$ cat config.mk
export PLATFORM = sky130hd
export DESIGN_NAME = irq_event_ctrl
export DESIGN_NICKNAME = d
export VERILOG_FILES = /design/src/rtl/irq_event_pkg.sv /design/src/rtl/evt_store.sv /design/src/rtl/mask_reg.sv /design/src/rtl/irq_coal.sv /design/src/rtl/irq_event_ctrl.sv
export SDC_FILE = /design/constraint.sdc
export NUM_CORES = 1
export LEC_CHECK = 0
export ABC_CLOCK_PERIOD_IN_PS = 3500
export CORE_UTILIZATION = 50
export DETAILED_ROUTE_END_ITERATION = 16
export PLACE_DENSITY = 0.81
export SLEW_MARGIN = 0
export SYNTH_ARGS = -nofsm -noshare
export SYNTH_HDL_FRONTEND = slang
export SYNTH_HIERARCHICAL = 1
export SYNTH_SLANG_ARGS = --single-unit
export TNS_END_PERCENT = 20
$ cat constraint.sdc
create_clock -name clk -period 3.5 [get_ports clk]
set_input_delay 0.7 -clock clk [delete_from_list [all_inputs] [get_ports clk]]
set_output_delay 0.7 -clock clk [all_outputs]
set_load 0.02 [all_outputs]
$ cat src/rtl/irq_event_pkg.sv
// Package: shared bit positions and group masks for the interrupt event controller.
// Assumes a 32-bit register layout; positions 25..31 are unimplemented.
package irq_event_pkg;
    localparam int REG_W    = 32;
    localparam int TXB_BIT  = 0;
    localparam int TXF_BIT  = 1;
    localparam int RXB_BIT  = 2;
    localparam int RXF_BIT  = 3;
    localparam int ERR_LO   = 4;
    localparam int ERR_N    = 21;
    localparam int IMPL_N   = ERR_LO + ERR_N;

    localparam logic [REG_W-1:0] TX_GRP   = (32'h1 << TXB_BIT) | (32'h1 << TXF_BIT);
    localparam logic [REG_W-1:0] RX_GRP   = (32'h1 << RXB_BIT) | (32'h1 << RXF_BIT);
    localparam logic [REG_W-1:0] ERR_GRP  = ((32'h1 << ERR_N) - 32'h1) << ERR_LO;
    localparam logic [REG_W-1:0] IMPL_MSK = (32'h1 << IMPL_N) - 32'h1;
endpackage

$ cat src/rtl/evt_store.sv
// Module: sticky event register.
// Each implemented bit is set by its pulse and cleared by a write-one-clear
// vector; a pulse in the same cycle as a clear wins. Unimplemented bits stay 0.
module evt_store
    import irq_event_pkg::*;
(
    input  logic             clk,
    input  logic             rst_n,
    input  logic [REG_W-1:0] pulse_i,
    input  logic [REG_W-1:0] clr_i,
    output logic [REG_W-1:0] evt_o
);
    logic [REG_W-1:0] evt_q;
    logic [REG_W-1:0] set_v;

    // Restrict incoming pulses to implemented positions.
    assign set_v = pulse_i & IMPL_MSK;

    // Update the sticky bits: clear first, then let new events override.
    always_ff @(posedge clk) begin
        if (!rst_n) evt_q <= '0;
        else        evt_q <= (evt_q & ~clr_i) | set_v;
    end

    assign evt_o = evt_q;

    AST_EVT_CAPTURE: assert property (@(posedge clk) disable iff (!rst_n)
        (set_v != '0) |=> ((evt_q & $past(set_v)) == $past(set_v)));
    AST_EVT_HOLD: assert property (@(posedge clk) disable iff (!rst_n)
        rst_n |=> ((($past(evt_q) & ~$past(clr_i)) & ~evt_q) == '0));
endmodule

$ cat src/rtl/mask_reg.sv
// Module: interrupt enable register.
// A write replaces the contents; unimplemented positions are forced to 0.
module mask_reg
    import irq_event_pkg::*;
(
    input  logic             clk,
    input  logic             rst_n,
    input  logic             wr_i,
    input  logic [REG_W-1:0] wdata_i,
    output logic [REG_W-1:0] msk_o
);
    logic [REG_W-1:0] msk_q;

    // Load the enable bits on a write.
    always_ff @(posedge clk) begin
        if (!rst_n)    msk_q <= '0;
        else if (wr_i) msk_q <= wdata_i & IMPL_MSK;
    end

    assign msk_o = msk_q;

    AST_MASK_IMPL: assert property (@(posedge clk) disable iff (!rst_n)
        rst_n |=> ((msk_q & ~IMPL_MSK) == '0));
endmodule

$ cat src/rtl/irq_coal.sv
// Module: frame-event coalescing gate.
// Counts frame pulses and the ticks since the first pending one, and raises
// fire_o once the count reaches FRAMES or TICKS ticks pass with a frame pending.
// A clear of the frame bit restarts both. FRAMES = 0 bypasses the unit (fire_o = 1).
// Assumes TICKS >= 1.
module irq_coal #(
    parameter int FRAMES = 4,
    parameter int TICKS  = 16
) (
    input  logic clk,
    input  logic rst_n,
    input  logic frame_pulse_i,
    input  logic frame_clr_i,
    output logic fire_o
);
    generate
        if (FRAMES == 0) begin : g_bypass
            logic unused_ok;
            assign unused_ok = ^{clk, rst_n, frame_pulse_i, frame_clr_i};
            assign fire_o    = 1'b1;
        end else begin : g_coal
            localparam int CW = $clog2(FRAMES + 1);
            localparam int TW = $clog2(TICKS + 1);
            localparam logic [CW-1:0] CNT_MAX = CW'(FRAMES);
            localparam logic [TW-1:0] TMR_END = TW'(TICKS - 1);

            logic [CW-1:0] cnt_q, cnt_d;
            logic [TW-1:0] tmr_q, tmr_d;
            logic          met_q, met_d, expire;

            // Timeout reached with a frame pending and no clear in flight.
            assign expire = !frame_clr_i && (cnt_q != '0) && (tmr_q == TMR_END);

            // Next frame count, saturating at the threshold.
            always_comb begin
                if (frame_clr_i)                            cnt_d = CW'(frame_pulse_i);
                else if (frame_pulse_i && cnt_q != CNT_MAX) cnt_d = cnt_q + 1'b1;
                else                                        cnt_d = cnt_q;
            end

            // Next timer value, running only while frames are pending.
            always_comb begin
                if (frame_clr_i || cnt_q == '0) tmr_d = '0;
                else if (tmr_q != TMR_END)      tmr_d = tmr_q + 1'b1;
                else                            tmr_d = tmr_q;
            end

            // Sticky release flag, dropped by a clear.
            assign met_d = (frame_clr_i ? 1'b0 : met_q) | (cnt_d == CNT_MAX) | expire;

            // Register count, timer and release flag.
            always_ff @(posedge clk) begin
                if (!rst_n) begin
                    cnt_q <= '0;
                    tmr_q <= '0;
                    met_q <= 1'b0;
                end else begin
                    cnt_q <= cnt_d;
                    tmr_q <= tmr_d;
                    met_q <= met_d;
                end
            end

            assign fire_o = met_q;

            AST_COAL_TIMEOUT: assert property (@(posedge clk) disable iff (!rst_n)
                ((cnt_q != '0) && (tmr_q == TMR_END) && !frame_clr_i) |=> met_q);
            AST_COAL_RESTART: assert property (@(posedge clk) disable iff (!rst_n)
                (frame_clr_i && !frame_pulse_i) |=> (!met_q && cnt_q == '0));
        end
    endgenerate
endmodule

$ cat src/rtl/irq_event_ctrl.sv
// Module: grouped interrupt event controller (top).
// Holds the sticky event and mask registers behind a two-address register bus
// and drives three interrupt lines. The transmit and receive lines are gated by
// coalescing units. Assumes event pulses are one cycle wide and synchronous to clk.
module irq_event_ctrl
    import irq_event_pkg::*;
#(
    parameter int TX_FRAMES = 4,
    parameter int TX_TICKS  = 16,
    parameter int RX_FRAMES = 0,
    parameter int RX_TICKS  = 16
) (
    input  logic        clk,
    input  logic        rst_n,
    input  logic [31:0] event_pulse_i,
    input  logic        bus_wr_i,
    input  logic        bus_addr_i,
    input  logic [31:0] bus_wdata_i,
    output logic [31:0] bus_rdata_o,
    output logic        irq_tx_o,
    output logic        irq_rx_o,
    output logic        irq_err_o
);
    logic [REG_W-1:0] evt_q, msk_q, clr_v, act_v;
    logic             evt_wr, msk_wr, tx_fire, rx_fire;

    // Decode the register bus.
    assign evt_wr = bus_wr_i && !bus_addr_i;
    assign msk_wr = bus_wr_i &&  bus_addr_i;
    assign clr_v  = evt_wr ? bus_wdata_i : '0;

    evt_store u_evt (
        .clk     (clk),
        .rst_n   (rst_n),
        .pulse_i (event_pulse_i),
        .clr_i   (clr_v),
        .evt_o   (evt_q)
    );

    mask_reg u_msk (
        .clk     (clk),
        .rst_n   (rst_n),
        .wr_i    (msk_wr),
        .wdata_i (bus_wdata_i),
        .msk_o   (msk_q)
    );

    irq_coal #(.FRAMES(TX_FRAMES), .TICKS(TX_TICKS)) u_tx_coal (
        .clk           (clk),
        .rst_n         (rst_n),
        .frame_pulse_i (event_pulse_i[TXF_BIT]),
        .frame_clr_i   (clr_v[TXF_BIT]),
        .fire_o        (tx_fire)
    );

    irq_coal #(.FRAMES(RX_FRAMES), .TICKS(RX_TICKS)) u_rx_coal (
        .clk           (clk),
        .rst_n         (rst_n),
        .frame_pulse_i (event_pulse_i[RXF_BIT]),
        .frame_clr_i   (clr_v[RXF_BIT]),
        .fire_o        (rx_fire)
    );

    // Enabled pending events.
    assign act_v = evt_q & msk_q;

    // Read mux.
    assign bus_rdata_o = bus_addr_i ? msk_q : evt_q;

    // Interrupt lines per group.
    assign irq_tx_o  = ((act_v & TX_GRP)  != '0) && tx_fire;
    assign irq_rx_o  = ((act_v & RX_GRP)  != '0) && rx_fire;
    assign irq_err_o =  (act_v & ERR_GRP) != '0;

    AST_TX_ENABLED: assert property (@(posedge clk) disable iff (!rst_n)
        irq_tx_o |-> ((evt_q & msk_q & TX_GRP) != '0));
    AST_RX_ENABLED: assert property (@(posedge clk) disable iff (!rst_n)
        irq_rx_o |-> ((evt_q & msk_q & RX_GRP) != '0));
    AST_ERR_FALL: assert property (@(posedge clk) disable iff (!rst_n)
        $fell(irq_err_o) |-> ((evt_q & msk_q & ERR_GRP) == '0));
endmodule

==> metrics.txt <==
Slowest Stage Delay on Critical Path 0.56 ns; outcome completed; sequential fraction of the synthesis area between 30 and 40%; cell count of the worst hold path 2; Hold Crit Endpoint u_evt/evt_o[29]; Period minus WS final approximately 2.9 ns; #FFs+latches synth 66; antenna violations before repair 0; drt total wl approximately 7300 um; DPL Wire Length 4955 um; Max-slew headroom 42.87%; routed wl met2 around 3500 um; number of H-tree levels 3; R2R depth 6; Congestion Overflow GR 0; gr usage total 21.93%; Worst-Margin Slew around 0.86 ns; Skew-Pair Late Insertion Delay 0.34 ns; most frequent cells in the layout clkdlybuf4s50_1 (93), dfxtp_1 (66), nor2b_1 (55); share of post-route cells with drive strength above 1 between 10% and 20%; RSZ-0062 raised after global routing false; startpoint types input pin; initial detailed-routing violation count between 100 and 150; Max clock buf depth 2; clk slew on worst S/H paths 0.07 ns; CP cell instances buf_2, buf_12, mux2_2, clkdlybuf4s50_1; period utilisation layout roughly 83%; clock root buffer clkbuf_8; family with the most delay on the worst path buffers and inverters; Max Freq roughly 350 MHz; first-pass GRT wire length between 10,000 and 15,000 um; Synth Cell Area 3314 um2; CTS tree yes; routability cong. about 0.72; area grow syn2layout 34.65%; top cell type's share of synthesized area ~40%; crit path max fanout 21; data arrival time of the critical path 2.19 ns; die height around 83 um; PD cells around 420 nW/um2; synth top area cells dfxtp_1 (40%), mux2_2 (11%), nor2b_1 (11%); vias in the first global route approximately 2,500; design area approximately 4500 um2; ANT nets after route 0; # rows 29; Port-buffer cells 95; Post-Route Skew roughly 0.0065 ns; Max Cap Viol 0; hold buffer count at CTS 0; commonest non-fill, non-tap cell in the layout clkdlybuf4s50_1; Slew Limit Fails 0; uppermost layer routed met4; IR drop worst, VDD roughly 0.00032 V; fin cells 497; Mapped Cells about 320; M1 wire length approximately 3200 um; largest net degree at the start of global routing 46; final hold vios 0; nets a little under 500; met3 WL roughly 380 um; worst reg2reg path endpoint u_tx_coal/g_coal.tmr_q[3]; DRC 0; reg2reg setup slack roughly 2.0 ns; clock sink count 66; post-synthesis area per instance 10.23 um2; Die X 83.42 um; Finish-stage setup viols 0; cts bufs inserted 9; slowest CP cell clkdlybuf4s50_1; setup TNS 0 ns; min-delay src u_evt/evt_o[29]; Inst Count DP a little under 500; CP bufs+invs 3; Min-Delay Path Class flop to flop; Placed Area approximately 4200 um2; CORE AREA 6386 um2; Yosys Warn Count 6; post-DR wirelength/cell 14.59 um; vias per cell roughly 5.1; drt pass-1 iters 4; Worst setup EP type primary output; Initial Utilization just over 50%; largest area contributor in the netlist dfxtp_1; # IOs about 100; Setup CP Type input pin to primary output; post-synth cell types 31; Setup Buffers After CTS 0; PostCTS Resize Cnt 0; Pleak approximately 1.8 nW; via count 2,512; area of the die 6958 um2; Required @ worst endpoint 2.80 ns; Post-Route Utilization between 60 and 70%; Reg-to-Reg Start u_tx_coal/g_coal.tmr_q[0]; antenna cells 0
[cells in the mapped netlist, drive strengths merged]
library cell and instances:
a21o 1, nor2b 56, a21oi 2, nand2b 4, mux2i 29, clkbuf 5
nand3 3, nand2 2, a21boi 1, mux2 32, o32ai 1, dfxtp 66
nand4 1, nor2 7, or3 1, and3b 6, inv 4, xor2 2
a222oi 1, ha 4, nand4b 2, conb 2, and3 1, xnor2 1
o21a 25, buf 19, and2 35, a22oi 11
[metal layers]
metal / vias to the layer above / global-route usage, %
met5: - / 0
met4: 0 / 8.783
met3: 13 / 7.356
met2: 56 / 37.11
met1: 1172 / 25.52
li1: 1271 / -
[through the flow]
step                hold slack, ns  setup WS, ns  total power [mW]
floorplan                   0.4144         1.344             1.028
global placement            0.4254        0.6257             1.170
detailed placement          0.4481        0.6133             1.176
CTS                         0.4586        0.6087             1.898
global route                0.4805        0.5490             1.973
finish                      0.4612        0.6092             1.886
[worst max path at each step]
stage | startpoint | endpoint | slack (ns) | cells after the start
after global routing | bus_addr_i | bus_rdata_o[9] | 0.55 | 4
final | bus_addr_i | bus_rdata_o[23] | 0.61 | 4
after detailed placement | bus_addr_i | bus_rdata_o[24] | 0.61 | 4
after CTS | bus_addr_i | bus_rdata_o[24] | 0.61 | 4
after global placement | bus_addr_i | bus_rdata_o[5] | 0.63 | 4
after floorplan | bus_addr_i | bus_rdata_o[10] | 1.34 | 3
[cell type report]
| type | count | area (um2) |
|---|---|---|
| clock buffers | 10 | 137.6 |
| clock inverters | 6 | 90.09 |
| fillers | 517 | 1923 |
| inverters | 4 | 15.01 |
| multi-input cells | 236 | 1827 |
| flip-flops and latches | 66 | 1321 |
| well taps | 77 | 96.34 |
| repair buffers | 98 | 975.9 |
[cells by family (layout without fill, tap and decap cells)]
group           count (synthesis)  in the layout  share of synthesized area (%)
simple gates                  118            118                          22.08
xor+xnor                        3              3                         0.7929
compound gates                 42             42                          10.08
mux                            61             61                          19.63
flops                          66             66                          39.86
buf+inv                        28            118                          5.813
fa+ha+maj                       4              4                          1.510
other cells                     2              8                         0.2266
[worst min-delay path: stages, from the launching register on]
cell and delay [ns]:
dfxtp_1 0.32, nand2_1 0.07, nor2_1 0.04
[state kept, by name (all words and copies together) (netlist names)]
signal,count
u_evt/evt_o,32
u_msk/msk_o,25
u_tx_coal/fire_o,1
u_tx_coal/g_coal.tmr_q,5
u_tx_coal/g_coal.cnt_q,3
[power by group]
part	total (mW)	switching, mW	internal [mW]
logic	0.342	0.142	0.200
registers	0.817	0.0269	0.790
clock network	0.728	0.306	0.421
Note: power is estimated with default switching activity, not from simulation.
